$ cat src/rtl/mbox_evt_pkg.sv
package mbox_evt_pkg;

  localparam logic [3:0] ADR_MASK   = 4'd0;
  localparam logic [3:0] ADR_RXPEND = 4'd1;
  localparam logic [3:0] ADR_RFPEND = 4'd2;
  localparam logic [3:0] ADR_UNREAD = 4'd3;
  localparam logic [3:0] ADR_TXPEND = 4'd4;
  localparam logic [3:0] ADR_TXCAN  = 4'd5;
  localparam logic [3:0] ADR_TXACK  = 4'd6;
  localparam logic [3:0] ADR_ABACK  = 4'd7;
  localparam logic [3:0] ADR_IRQ    = 4'd8;

  localparam int IRQ_KINDS = 4;

  // flag slot k -> bit position in the interrupt flag word
  function automatic int irqPos(input int k);
    case (k)
      0:       irqPos = 1;  // data frame received
      1:       irqPos = 2;  // remote frame received
      2:       irqPos = 8;  // mailbox empty (done or abort)
      default: irqPos = 9;  // overrun / overwrite
    endcase
  endfunction

  typedef struct packed {
    logic maskWr;
    logic rxClr;
    logic rfClr;
    logic unrdClr;
    logic txpSet;
    logic txcSet;
    logic ackClr;
    logic abkClr;
    logic irqClr;
    logic [IRQ_KINDS-1:0] irqHit;
  } evtStrobe_t;

endpackage

$ cat src/rtl/mbox_evt_ctrl.sv
module mbox_evt_ctrl
  import mbox_evt_pkg::*;
#(
  parameter int NUM_MBOX = 16
) (
  input  logic                regWrEn,
  input  logic [3:0]          regAddr,
  input  logic [NUM_MBOX-1:0] maskQ,
  input  logic [NUM_MBOX-1:0] evRxData,
  input  logic [NUM_MBOX-1:0] evRxRemote,
  input  logic [NUM_MBOX-1:0] evOverrun,
  input  logic [NUM_MBOX-1:0] evTxDone,
  input  logic [NUM_MBOX-1:0] evTxAbort,
  output evtStrobe_t          stb
);

  logic [NUM_MBOX-1:0] openMask;

  always_comb begin
    openMask      = ~maskQ;
    stb.maskWr    = regWrEn && (regAddr == ADR_MASK);
    stb.rxClr     = regWrEn && (regAddr == ADR_RXPEND);
    stb.rfClr     = regWrEn && (regAddr == ADR_RFPEND);
    stb.unrdClr   = regWrEn && (regAddr == ADR_UNREAD);
    stb.txpSet    = regWrEn && (regAddr == ADR_TXPEND);
    stb.txcSet    = regWrEn && (regAddr == ADR_TXCAN);
    stb.ackClr    = regWrEn && (regAddr == ADR_TXACK);
    stb.abkClr    = regWrEn && (regAddr == ADR_ABACK);
    stb.irqClr    = regWrEn && (regAddr == ADR_IRQ);
    stb.irqHit[0] = |(evRxData & openMask);
    stb.irqHit[1] = |(evRxRemote & openMask);
    stb.irqHit[2] = |((evTxDone | evTxAbort) & openMask);
    stb.irqHit[3] = |(evOverrun & openMask);
  end

endmodule

$ cat src/rtl/mbox_evt_dp.sv
module mbox_evt_dp
  import mbox_evt_pkg::*;
#(
  parameter int NUM_MBOX = 16,
  parameter int REG_W    = 16
) (
  input  logic                clk,
  input  logic                rstN,
  input  evtStrobe_t          stb,
  input  logic [3:0]          regAddr,
  input  logic [REG_W-1:0]    regWrData,
  input  logic [NUM_MBOX-1:0] evRxData,
  input  logic [NUM_MBOX-1:0] evRxRemote,
  input  logic [NUM_MBOX-1:0] evOverrun,
  input  logic [NUM_MBOX-1:0] evTxDone,
  input  logic [NUM_MBOX-1:0] evTxAbort,
  output logic [NUM_MBOX-1:0] maskQ,
  output logic [NUM_MBOX-1:0] rxPendQ,
  output logic [NUM_MBOX-1:0] rfPendQ,
  output logic [NUM_MBOX-1:0] unreadQ,
  output logic [NUM_MBOX-1:0] txPendQ,
  output logic [NUM_MBOX-1:0] txCanQ,
  output logic [NUM_MBOX-1:0] txAckQ,
  output logic [NUM_MBOX-1:0] abAckQ,
  output logic [REG_W-1:0]    irqWord,
  output logic [REG_W-1:0]    rdData
);

  logic [NUM_MBOX-1:0] wrBits;
  logic [IRQ_KINDS-1:0] irqQ;

  assign wrBits = regWrData[NUM_MBOX-1:0];

  // per-mailbox status slice
  for (genvar i = 0; i < NUM_MBOX; i++) begin : gMbox
    logic txEnd;
    assign txEnd = evTxDone[i] | evTxAbort[i];

    always_ff @(posedge clk or negedge rstN) begin
      if (!rstN) begin
        maskQ[i]   <= 1'b1;
        rxPendQ[i] <= 1'b0;
        rfPendQ[i] <= 1'b0;
        unreadQ[i] <= 1'b0;
        txPendQ[i] <= 1'b0;
        txCanQ[i]  <= 1'b0;
        txAckQ[i]  <= 1'b0;
        abAckQ[i]  <= 1'b0;
      end else begin
        if (stb.maskWr) maskQ[i] <= wrBits[i];
        // hardware set beats software clear
        rxPendQ[i] <= evRxData[i]   | (rxPendQ[i] & ~(stb.rxClr   & wrBits[i]));
        rfPendQ[i] <= evRxRemote[i] | (rfPendQ[i] & ~(stb.rfClr   & wrBits[i]));
        unreadQ[i] <= evOverrun[i]  | (unreadQ[i] & ~(stb.unrdClr & wrBits[i]));
        txAckQ[i]  <= evTxDone[i]   | (txAckQ[i]  & ~(stb.ackClr  & wrBits[i]));
        abAckQ[i]  <= evTxAbort[i]  | (abAckQ[i]  & ~(stb.abkClr  & wrBits[i]));
        // hardware completion beats software request
        if (txEnd)                          txPendQ[i] <= 1'b0;
        else if (stb.txpSet && wrBits[i])   txPendQ[i] <= 1'b1;
        if (txEnd)                          txCanQ[i]  <= 1'b0;
        else if (stb.txcSet && wrBits[i])   txCanQ[i]  <= 1'b1;
      end
    end
  end

  // interrupt flag slots
  for (genvar k = 0; k < IRQ_KINDS; k++) begin : gIrq
    localparam int POS = irqPos(k);
    always_ff @(posedge clk or negedge rstN) begin
      if (!rstN) irqQ[k] <= 1'b0;
      else       irqQ[k] <= stb.irqHit[k] | (irqQ[k] & ~(stb.irqClr & regWrData[POS]));
    end
  end

  always_comb begin
    irqWord = '0;
    for (int k = 0; k < IRQ_KINDS; k++) irqWord[irqPos(k)] = irqQ[k];
  end

  always_comb begin
    case (regAddr)
      ADR_MASK:   rdData = REG_W'(maskQ);
      ADR_RXPEND: rdData = REG_W'(rxPendQ);
      ADR_RFPEND: rdData = REG_W'(rfPendQ);
      ADR_UNREAD: rdData = REG_W'(unreadQ);
      ADR_TXPEND: rdData = REG_W'(txPendQ);
      ADR_TXCAN:  rdData = REG_W'(txCanQ);
      ADR_TXACK:  rdData = REG_W'(txAckQ);
      ADR_ABACK:  rdData = REG_W'(abAckQ);
      ADR_IRQ:    rdData = irqWord;
      default:    rdData = '0;
    endcase
  end

endmodule

$ cat src/rtl/mbox_event_irq.sv
module mbox_event_irq
  import mbox_evt_pkg::*;
#(
  parameter int NUM_MBOX = 16,
  parameter int REG_W    = (NUM_MBOX > 16) ? NUM_MBOX : 16
) (
  input  logic                clk,
  input  logic                rstN,
  input  logic                regWrEn,
  input  logic [3:0]          regAddr,
  input  logic [REG_W-1:0]    regWrData,
  output logic [REG_W-1:0]    regRdData,
  input  logic [NUM_MBOX-1:0] evRxData,
  input  logic [NUM_MBOX-1:0] evRxRemote,
  input  logic [NUM_MBOX-1:0] evOverrun,
  input  logic [NUM_MBOX-1:0] evTxDone,
  input  logic [NUM_MBOX-1:0] evTxAbort,
  output logic [NUM_MBOX-1:0] maskOut,
  output logic [NUM_MBOX-1:0] rxPendOut,
  output logic [NUM_MBOX-1:0] rfPendOut,
  output logic [NUM_MBOX-1:0] unreadOut,
  output logic [NUM_MBOX-1:0] txPendOut,
  output logic [NUM_MBOX-1:0] txCancelOut,
  output logic [NUM_MBOX-1:0] txAckOut,
  output logic [NUM_MBOX-1:0] abortAckOut,
  output logic [REG_W-1:0]    irqFlags,
  output logic                irq
);

  evtStrobe_t stb;

  mbox_evt_ctrl #(.NUM_MBOX(NUM_MBOX)) uCtrl (
    .regWrEn    (regWrEn),
    .regAddr    (regAddr),
    .maskQ      (maskOut),
    .evRxData   (evRxData),
    .evRxRemote (evRxRemote),
    .evOverrun  (evOverrun),
    .evTxDone   (evTxDone),
    .evTxAbort  (evTxAbort),
    .stb        (stb)
  );

  mbox_evt_dp #(.NUM_MBOX(NUM_MBOX), .REG_W(REG_W)) uDp (
    .clk        (clk),
    .rstN       (rstN),
    .stb        (stb),
    .regAddr    (regAddr),
    .regWrData  (regWrData),
    .evRxData   (evRxData),
    .evRxRemote (evRxRemote),
    .evOverrun  (evOverrun),
    .evTxDone   (evTxDone),
    .evTxAbort  (evTxAbort),
    .maskQ      (maskOut),
    .rxPendQ    (rxPendOut),
    .rfPendQ    (rfPendOut),
    .unreadQ    (unreadOut),
    .txPendQ    (txPendOut),
    .txCanQ     (txCancelOut),
    .txAckQ     (txAckOut),
    .abAckQ     (abortAckOut),
    .irqWord    (irqFlags),
    .rdData     (regRdData)
  );

  assign irq = |irqFlags;

endmodule

$ cat config.mk
export PLATFORM = sky130hd
export DESIGN_NAME = mbox_event_irq
export DESIGN_NICKNAME = d
export VERILOG_FILES = /design/src/rtl/mbox_evt_pkg.sv /design/src/rtl/mbox_evt_ctrl.sv /design/src/rtl/mbox_evt_dp.sv /design/src/rtl/mbox_event_irq.sv
export SDC_FILE = /design/constraint.sdc
export NUM_CORES = 1
export LEC_CHECK = 0
export BUFFER_PORTS_ARGS = -buffer_cell sky130_fd_sc_hd__clkbuf_2
export CAP_MARGIN = 25
export CORE_ASPECT_RATIO = 0.6
export CORE_UTILIZATION = 44
export CTS_CLUSTER_DIAMETER = 40
export DETAILED_ROUTE_END_ITERATION = 12
export PLACE_DENSITY = 0.7
export SETUP_SLACK_MARGIN = 0.5
export SLEW_MARGIN = 20
export SYNTH_ARGS = -nofsm -noshare
export SYNTH_HDL_FRONTEND = slang
export SYNTH_SLANG_ARGS = --single-unit
$ cat constraint.sdc
create_clock -name clk -period 1.5 [get_ports clk]
set_input_delay 0.15 -clock clk [delete_from_list [all_inputs] [get_ports clk]]
set_output_delay 0.15 -clock clk [all_outputs]
set_load 0.01 [all_outputs]
=== Word level (Yosys, flattened, before mapping) ===
Cells that the tools add are included.

* Register bits after elaboration: 132
* Latch bits: 0
* Bits in writable memories: 0
* Memory bits (read-only): 0
* Input bits: 103
* Logic and storage cells: 642
* Memories: 0

* Add/sub/neg operators: 0
* Multiply operators: 0
* Divide/modulo/power cells: 0
* Magnitude comparators: 0
* Equal/unequal tests: 8
* Shifts and indexed selects: 0
* Mux-type cells: 65
* Bitwise operators: 358
* Reduce and logical (&&, ||, !) cells: 79

{| class="wikitable"
|+ Operators by type and width
! operator !! number
|-
| $and 1x1->1 || 168
|-
| $pmux 16 s9 || 1
|-
| $or 1x1->1 || 100
|-
| $not 1->1 || 84
|-
| $and 16x16->16 || 4
|-
| $mux 1 || 64
|-
| $reduce_bool 2->1 || 32
|-
| $reduce_or 16->1 || 4
|-
| $logic_and 1x1->1 || 41
|-
| $eq 4x3->1 const B || 4
|-
| $not 16->16 || 1
|-
| $or 16x16->16 || 1
|-
| $eq 4x2->1 const B || 2
|-
| $eq 4x1->1 const B || 1
|-
| $eq 4x4->1 const B || 1
|-
| $logic_not 4->1 || 1
|-
| $reduce_or 4->1 || 1
|}

=== Longest topological paths before layout ===
Gate-level depths: netlist (run 1).

* Word-level depth: 6
* Gate-level depth with buffers: 8

=== Modules after synthesis ===
Synthesis (run 1) repeated with hierarchy kept, for this count alone.

* Cell total of the unflattened synthesis: 678
* Area total of the unflattened synthesis: 6,897.9 um^2

{| class="wikitable"
|+ By module, submodules not included
! module !! instances !! cells an instance !! area each (um^2) !! sequential area each (um^2)
|-
| mbox_evt_dp || 1 || 580 || 6,254.7 || 3,323.2
|-
| mbox_evt_ctrl || 1 || 93 || 611.8 || 0.0
|-
| mbox_event_irq || 1 || 5 || 31.3 || 0.0
|}

=== Worst setup path after synthesis (run 1) ===
Ideal clock, no wire load.

* Path kind: input to output
* From: input port regAddr[2]
* To: output port regRdData[5]
* Arrival: 1,340 ps
* Slack: 10 ps
* Stages: 6
* Cell sequence: buf_4 -> buf_2 -> mux2_2 -> a22o_1 -> a221oi_1 -> o21ai_0

* Cells in the longest elaborated chain, start to end: 2
* Elaborated cells on any way between the ends: 10

{| class="wikitable"
|+ RTL lines
! what !! RTL line !! RTL
|-
| start: declaration || mbox_event_irq.sv:10 || <nowiki>input logic [3:0] regAddr,</nowiki>
|-
| $eq 4x4->1 (tied with other cells) || mbox_evt_dp.sv:81 || <nowiki>case (regAddr)</nowiki>
|-
| $pmux 16 s9 (*) || mbox_evt_dp.sv:81 ||
|-
| end: declaration || mbox_event_irq.sv:12 || <nowiki>output logic [REG_W-1:0] regRdData,</nowiki>
|}

Every way passes the cells marked *; elsewhere a longest branch is shown, timed or not.

=== Worst setup path in the final report (run 1) ===
* From: register uDp.unreadQ[5]
* To: output port regRdData[5]

* Cells in the longest elaborated chain, start to end: 1

{| class="wikitable"
|+ RTL lines
! what !! RTL line !! RTL
|-
| start: declaration || mbox_evt_dp.sv:20 || <nowiki>output logic [NUM_MBOX-1:0] unreadQ,</nowiki>
|-
| start signal: indexed assignment || mbox_evt_dp.sv:54 || <nowiki>unreadQ[i] <= evOverrun[i] | (unreadQ[i] & ~(stb.unrdClr & wrBits[i]));</nowiki>
|-
| $pmux 16 s9 || mbox_evt_dp.sv:81 ||
|}

Every way passes these cells.

==> results of run 1 <==
[cell usage in the layout, fill, tap and decap left out, types with 7 or more instances in the layout]
master / instances
clkbuf_2: 167
a21oi_4: 9
clkbuf_16: 21
nor3_1: 12
o21ai_1: 9
mux2_4: 17
nand2_2: 16
conb_1: 12
buf_2: 24
nor2b_1: 31
mux2_2: 9
buf_6: 122
nor3_2: 24
a2111oi_4: 7
dfstp_2: 16
buf_8: 13
buf_12: 20
a21o_1: 83
a21oi_1: 14
nand2_1: 72
a22o_1: 21
dfrtp_1: 110
dlygate4sd3_1: 76
buf_4: 84
nor2_1: 25
a21oi_2: 23
[state kept, by name, summed over array words and instances, names as in the netlist]
name         flops
uDp.irqWord      4
uDp.txPendQ     16
uDp.txAckQ      16
uDp.rxPendQ     16
uDp.maskQ       16
uDp.unreadQ     16
uDp.rfPendQ     16
uDp.abAckQ      16
uDp.txCanQ      16
[worst max path at each step]
stage	end	slack, ns	startpoint
2_1_floorplan	uDp.irqWord[9]	0.13	uDp.maskQ[6]
3_3_place_gp	regRdData[10]	-0.24	regAddr[2]
3_5_place_dp	regRdData[5]	-0.25	regAddr[0]
4_1_cts	regRdData[5]	-0.42	uDp.unreadQ[5]
5_1_grt	regRdData[5]	-0.49	uDp.unreadQ[5]
6_report	regRdData[5]	-0.46	uDp.unreadQ[5]
[metrics by stage]
stage | utilization [%] | hold WS, ns | power (mW) | TNS [ns]
3_3_place_gp | 62.7 | 0.0492 | 6.02 | -10.36
3_5_place_dp | 62.7 | 0.0496 | 6.04 | -12.14
6_report | 85.8 | 0.0321 | 12.0 | -5.94
4_1_cts | 78.9 | 0.00831 | 11.3 | -4.10
5_1_grt | 85.8 | 0.00456 | 12.2 | -6.43
2_1_floorplan | - | -0.146 | 4.86 | 0
[power by group through the flow]
stage	Sequential, mW	Clock [mW]	Combinational [mW]
6_report	3.91	4.67	3.44
5_1_grt	3.92	4.80	3.51
4_1_cts	3.90	4.59	2.85
3_5_place_dp	3.95	0	2.09
3_3_place_gp	3.94	0	2.08
2_1_floorplan	4.06	0	0.797
[critical path, cell delays in order, from the launching register on]
cell	delay, ns
dfrtp_1	0.42
mux2_4	0.29
a22o_1	0.20
a221oi_2	0.23
o21ai_1	0.11
clkbuf_2	0.15
[repair_timing]
action | 4_1_cts | 5_1_grt
setup buffers | 42 | 33
cloned | 2 | 1
hold endpoints to repair | 221 | 0
pin swaps | 41 | 48
hold buffers | 76 | 0
setup endpoints to repair | 271 | 240
resized for setup | 149 | 224
[cell families (layout without fill, tap and decap cells)]
| logic type | count (synthesis) | after routing | share of synthesized area (%) |
|---|---|---|---|
| AOI/OAI and AO/OA | 214 | 214 | 22.3 |
| DFF | 132 | 132 | 48.7 |
| and+or+nand+nor | 234 | 235 | 17.3 |
| buffers and inverters | 70 | 551 | 5.73 |
| muxes | 33 | 33 | 5.86 |
| other | 1 | 12 | 0.0549 |
[layer usage]
layer / share of wire [%] / global-route usage (%)
met1: 37 / 56.0
met4: 6.4 / 16.4
met5: 0 / 0
met2: 41 / 60.5
met3: 15 / 14.1
[layout make-up]
type | instances | share of cell area, %
well taps | 198 | 1.95
multi-input cells | 494 | 31.5
repair buffers | 512 | 35.1
flip-flops and latches | 132 | 26.2
inverters | 7 | 0.227
clock inverters | 14 | 1.57
clock buffers | 18 | 3.46
==> flow_metrics.env, run 1 <==
export IMPL_status="finished with violations"
export IMPL_failed_checks="setup timing"
export IMPL_rsz0062_at_grt="true"
export IMPL_num_io_pins=264
export IMPL_dp_cells=1189
export IMPL_final_nets=1267
export IMPL_seq_power_share_pct=32.6
export IMPL_ant_nets=0
export IMPL_regArea_sq_um=3330
export IMPL_clock_skew_ns=0.00965
export IMPL_grt_pass1_wl_microns=48400
export IMPL_p_leak_nw=5.41
export IMPL_routed_wl_microns=37900
export IMPL_drt_iter0_markers=1053
export IMPL_drv_slew=0
export IMPL_ys_seq_area_share_pct=48.7
export IMPL_timing_final_crit_share_pct=131
export IMPL_antenna_diode_count=0
export IMPL_yosys_top_cells_area="dfrtp_1 42%, a21o_1 9.1%, dfstp_2 6.2%"
export IMPL_syn_mean_instance_area_sq_um=9.99
export IMPL_placed_area_sq_um=9280
export IMPL_hold_class="in -> reg"
export IMPL_syn_inst=684
export IMPL_crit_required_ns=1.35
export IMPL_gp_congestion=0.960
export IMPL_area_delta_synth_final_pct=86.0
export IMPL_clock_latency_ns=0.43
export IMPL_setup_slack_ns=-0.464
export IMPL_worstHoldStart="evRxRemote[1]"
export IMPL_max_freq_mhz=509
export IMPL_maxCapViolCount=0
export IMPL_worstPathArrival_ns=1.81
export IMPL_cts_root_buf="clkbuf_16"
export IMPL_cp_end_kind="primary output"
export IMPL_die_area_sq_um=16000
export IMPL_switching_share_pct=30.4
export IMPL_multi_input_area_sq_um=4000
export IMPL_post_drt_via_cell_ratio=6.41
export IMPL_initial_core_util_pct=46.1
export IMPL_clk_pin_slew_ns=0.06
export IMPL_pwr_density_cell_nw_per_um2=946
export IMPL_synthArstFlopShare_pct=100
export IMPL_drc_errors=0
export IMPL_routedWlPerCell_microns=27.5
export IMPL_yosysWarnings=0
export IMPL_pre_cts_slack_ns=-0.248
export IMPL_vias=8816
export IMPL_htreeDepth=4
export IMPL_ir_worst_vdd_mv=0.607
export IMPL_grt_overflow_total=0
export IMPL_first_pass_iters=6
export IMPL_hold_depth=3
export IMPL_yosysTopAreaCell="dfrtp_1"
export IMPL_worstPathMaxFanout=2
export IMPL_relSlewSlack_pct=56.1
export IMPL_track_usage_pct=41.3
export IMPL_crit_type="reg -> out"
export IMPL_setup_viol=23
export IMPL_internal_power_mw=8.37
export IMPL_antenna_found_initial=1
export IMPL_r2r_cells=4
export IMPL_netlist_area_sq_um=6830
export IMPL_r2r_start="uDp.maskQ[7]"
export IMPL_design_area_sq_um=12700
export IMPL_synthTopCellsByCount="116 x dfrtp_1, 90 x nand2_1, 83 x a21o_1"
export IMPL_synth_top_cell_area_share_pct=42.5
export IMPL_core_sq_um=14800
export IMPL_worst_slew_pin_slew_ns=0.658
export IMPL_synth_cell_types=45
export IMPL_grt_pass1_vias=8013
export IMPL_hold_violations=0
export IMPL_dp_hpwl_microns=22300
export IMPL_hold_end="uDp.rfPendQ[1]"
export IMPL_p_sw_mw=3.65
export IMPL_cts_sinks=132
export IMPL_reg2reg_slack_ns=-0.38
export IMPL_ys_ff_latch=132
export IMPL_combPwrFrac_pct=28.6
export IMPL_grt_start_max_net_pins=49
export IMPL_clock_power_share_pct=38.8
export IMPL_cp_start_kind="flip-flop"
export IMPL_nFillCells=726
export IMPL_cts_tree="done"
export IMPL_rows=34
export IMPL_cts_made_buffers=17
export IMPL_port_buffers=251
export IMPL_fin_crit_ns=1.96
export IMPL_clockBufferDepth=2
export IMPL_r2r_end="uDp.irqWord[2]"
export IMPL_synth_edf_count=0
export IMPL_instances_no_fill=1375
export IMPL_drive_gt1_share_pct=55.8
export IMPL_synth_ff_type="dfrtp_1"
export IMPL_die_w_microns=163
export IMPL_yosysMostFrequentCell="dfrtp_1"
export IMPL_fp_dieH_microns=98.5
Power figures use the tool's default switching activity.
==> run 2: changes to the inputs <==
--- a/config.mk
+++ b/config.mk
@@ -8,10 +8,10 @@
 export BUFFER_PORTS_ARGS = -buffer_cell sky130_fd_sc_hd__clkbuf_2
 export CAP_MARGIN = 25
 export CORE_ASPECT_RATIO = 0.6
-export CORE_UTILIZATION = 44
-export CTS_CLUSTER_DIAMETER = 40
+export CORE_UTILIZATION = 45
+export CTS_CLUSTER_DIAMETER = 200
 export DETAILED_ROUTE_END_ITERATION = 12
-export PLACE_DENSITY = 0.7
+export PLACE_DENSITY = 0.72
 export SETUP_SLACK_MARGIN = 0.5
 export SLEW_MARGIN = 20
 export SYNTH_ARGS = -nofsm -noshare
==> run 2 against run 1 <==
Effect of this change:
- the flow finishes with violations (hold timing, setup timing)
- clock skew shrank 0.0035 ns
- final cell count is 1.1% higher
- sequential share of layout area decreased by 0.33 points
- largest power group unchanged
- worst setup slack got worse by 0.18 ns
- clock power grew 1%
- critical path type unchanged
- routed wire length is 4.7% higher
- first-iteration DRC count rose by 39%
- register-to-register slack improved by 0.04 ns
==> flow_metrics.env, run 2 (synthesis gave the netlist of run 1 again) <==
export IMPL_status="finished with violations"
export IMPL_failed_checks="hold timing, setup timing"
export IMPL_initial_core_util_pct=46.7
export IMPL_track_usage_pct=41.4
export IMPL_reg2reg_slack_ns=-0.34
export IMPL_cts_tree="done"
export IMPL_clock_latency_ns=0.44
export IMPL_routed_wl_microns=39700
export IMPL_drt_iter0_markers=1463
export IMPL_grt_pass1_vias=7854
export IMPL_rows=34
export IMPL_r2r_end="uDp.irqWord[1]"
export IMPL_worstPathMaxFanout=2
export IMPL_drv_slew=0
export IMPL_pwr_density_cell_nw_per_um2=947
export IMPL_ant_nets=0
export IMPL_power_mw=12.2
export IMPL_grt_overflow_total=0
export IMPL_worst_slew_pin_slew_ns=0.580
export IMPL_first_pass_iters=5
export IMPL_final_common_cell="clkbuf_2"
export IMPL_nFillCells=630
export IMPL_die_area_sq_um=15700
export IMPL_finalSetupTns_ns=-6.44
export IMPL_cts_sinks=132
export IMPL_cts_root_buf="clkbuf_16"
export IMPL_dp_hpwl_microns=21800
export IMPL_maxCapViolCount=0
export IMPL_design_area_sq_um=12900
export IMPL_fin_crit_ns=2.14
export IMPL_placed_area_sq_um=9230
export IMPL_final_util_pct=87.9
export IMPL_hold_end="uDp.txPendQ[1]"
export IMPL_ir_worst_vdd_mv=0.653
export IMPL_antenna_found_initial=2
export IMPL_drc_errors=0
export IMPL_mostFrequentLayoutCells="173 x clkbuf_2, 115 x buf_6, 110 x dfrtp_1, 92 x buf_4, 83 x a21o_1"
export IMPL_antenna_diode_count=0
export IMPL_num_io_pins=264
export IMPL_port_buffers=251
export IMPL_final_nets=1282
export IMPL_setup_viol=25
export IMPL_clk_pin_slew_ns=0.06
export IMPL_setup_slack_ns=-0.643
export IMPL_relSlewSlack_pct=61.2
export IMPL_hold_violations=1
export IMPL_clockBufferDepth=2
export IMPL_cts_made_buffers=17
export IMPL_timing_final_crit_share_pct=143
export IMPL_cp_end_kind="primary output"
export IMPL_clock_skew_ns=0.00614
export IMPL_hold_class="in -> reg"
export IMPL_fp_dieH_microns=97.4
export IMPL_die_w_microns=161
export IMPL_r2r_start="uDp.maskQ[14]"
export IMPL_gp_congestion=0.976
export IMPL_crit_required_ns=1.35
export IMPL_p_leak_nw=5.55
export IMPL_htreeDepth=4
export IMPL_vias=9082
export IMPL_routedWlPerCell_microns=28.5
export IMPL_area_delta_synth_final_pct=88.4
export IMPL_r2r_cells=6
export IMPL_hold_depth=2
export IMPL_worstHoldStart="evTxAbort[1]"
export IMPL_core_sq_um=14600
export IMPL_crit_type="reg -> out"
export IMPL_cp_start_kind="flip-flop"
export IMPL_post_drt_via_cell_ratio=6.53
export IMPL_multi_input_area_sq_um=3990
export IMPL_grt_pass1_wl_microns=48000
export IMPL_max_freq_mhz=467
export IMPL_grt_start_max_net_pins=82
export IMPL_whs_ns=-0.0207
export IMPL_regArea_sq_um=3330
export IMPL_drive_gt1_share_pct=55.6
export IMPL_rsz0062_at_grt="true"
export IMPL_worstPathArrival_ns=1.99
[run 2: cell count changes in the layout (fill, tap and decap cells not counted), moves of 6 or more]
cell / previous run / this run
buf_12: 20 / 29
nand2_1: 72 / 63
buf_4: 84 / 92
a21oi_2: 23 / 16
buf_6: 122 / 115
buf_8: 13 / 7
clkbuf_2: 167 / 173
[run 2: how the worst max path moves through the flow]
stage | from | end | slack, ns | cells after the start
2_1_floorplan | uDp.maskQ[6] | uDp.irqWord[9] | 0.13 | 4
3_3_place_gp | uDp.maskQ[7] | uDp.irqWord[2] | -0.21 | 5
4_1_cts | uDp.rxPendQ[2] | regRdData[2] | -0.42 | 5
3_5_place_dp | regAddr[0] | uDp.rxPendQ[12] | -0.20 | 8
6_report | uDp.abAckQ[5] | regRdData[5] | -0.64 | 5
5_1_grt | uDp.abAckQ[5] | regRdData[5] | -0.63 | 5
[run 2: stage by stage]
step           instances  setup WS (ns)
2_1_floorplan        695          0.127
3_3_place_gp        1184         -0.208
3_5_place_dp        1184         -0.199
4_1_cts             1340         -0.417
5_1_grt             1390         -0.629
6_report            1390         -0.643
[run 2: per-layer routing]
layer  global-route usage [%]  share of wire (%)
met5                        0              0.076
met4                     12.9                6.7
met3                     12.7                 16
met2                     59.9                 40
met1                     59.0                 37
[run 2: area by class of cell]
cell class                 count  area share (%)
sequential                   132            25.9
clock buffer                  19            3.44
timing repair buffer         526            35.9
multi-input combinational    495            31.0
clock inverter                13            1.61
tap                          198            1.93
inverter                       7           0.224
[run 2: where the power goes]
group	leakage [nW]	switching (mW)	internal, mW	total [mW]
combinational	3.88	1.71	1.82	3.53
clock	0.317	1.73	2.99	4.73
sequential	1.35	0.158	3.77	3.93
[run 2: timing repair]
item | 4_1_cts | 5_1_grt
setup endpoints to repair | 233 | 251
endpoints found under the hold margin | 220 | 0
hold buffers | 78 | 0
cloned | 2 | 6
setup buffers | 44 | 44
pin swaps | 48 | 55
resized for setup | 127 | 216
[run 2: critical path: stages, from the launching register on]
cell	delay (ns)
dfrtp_1	0.41
mux2_4	0.28
a22o_1	0.22
a221oi_2	0.33
o21ai_1	0.16
clkbuf_2	0.16
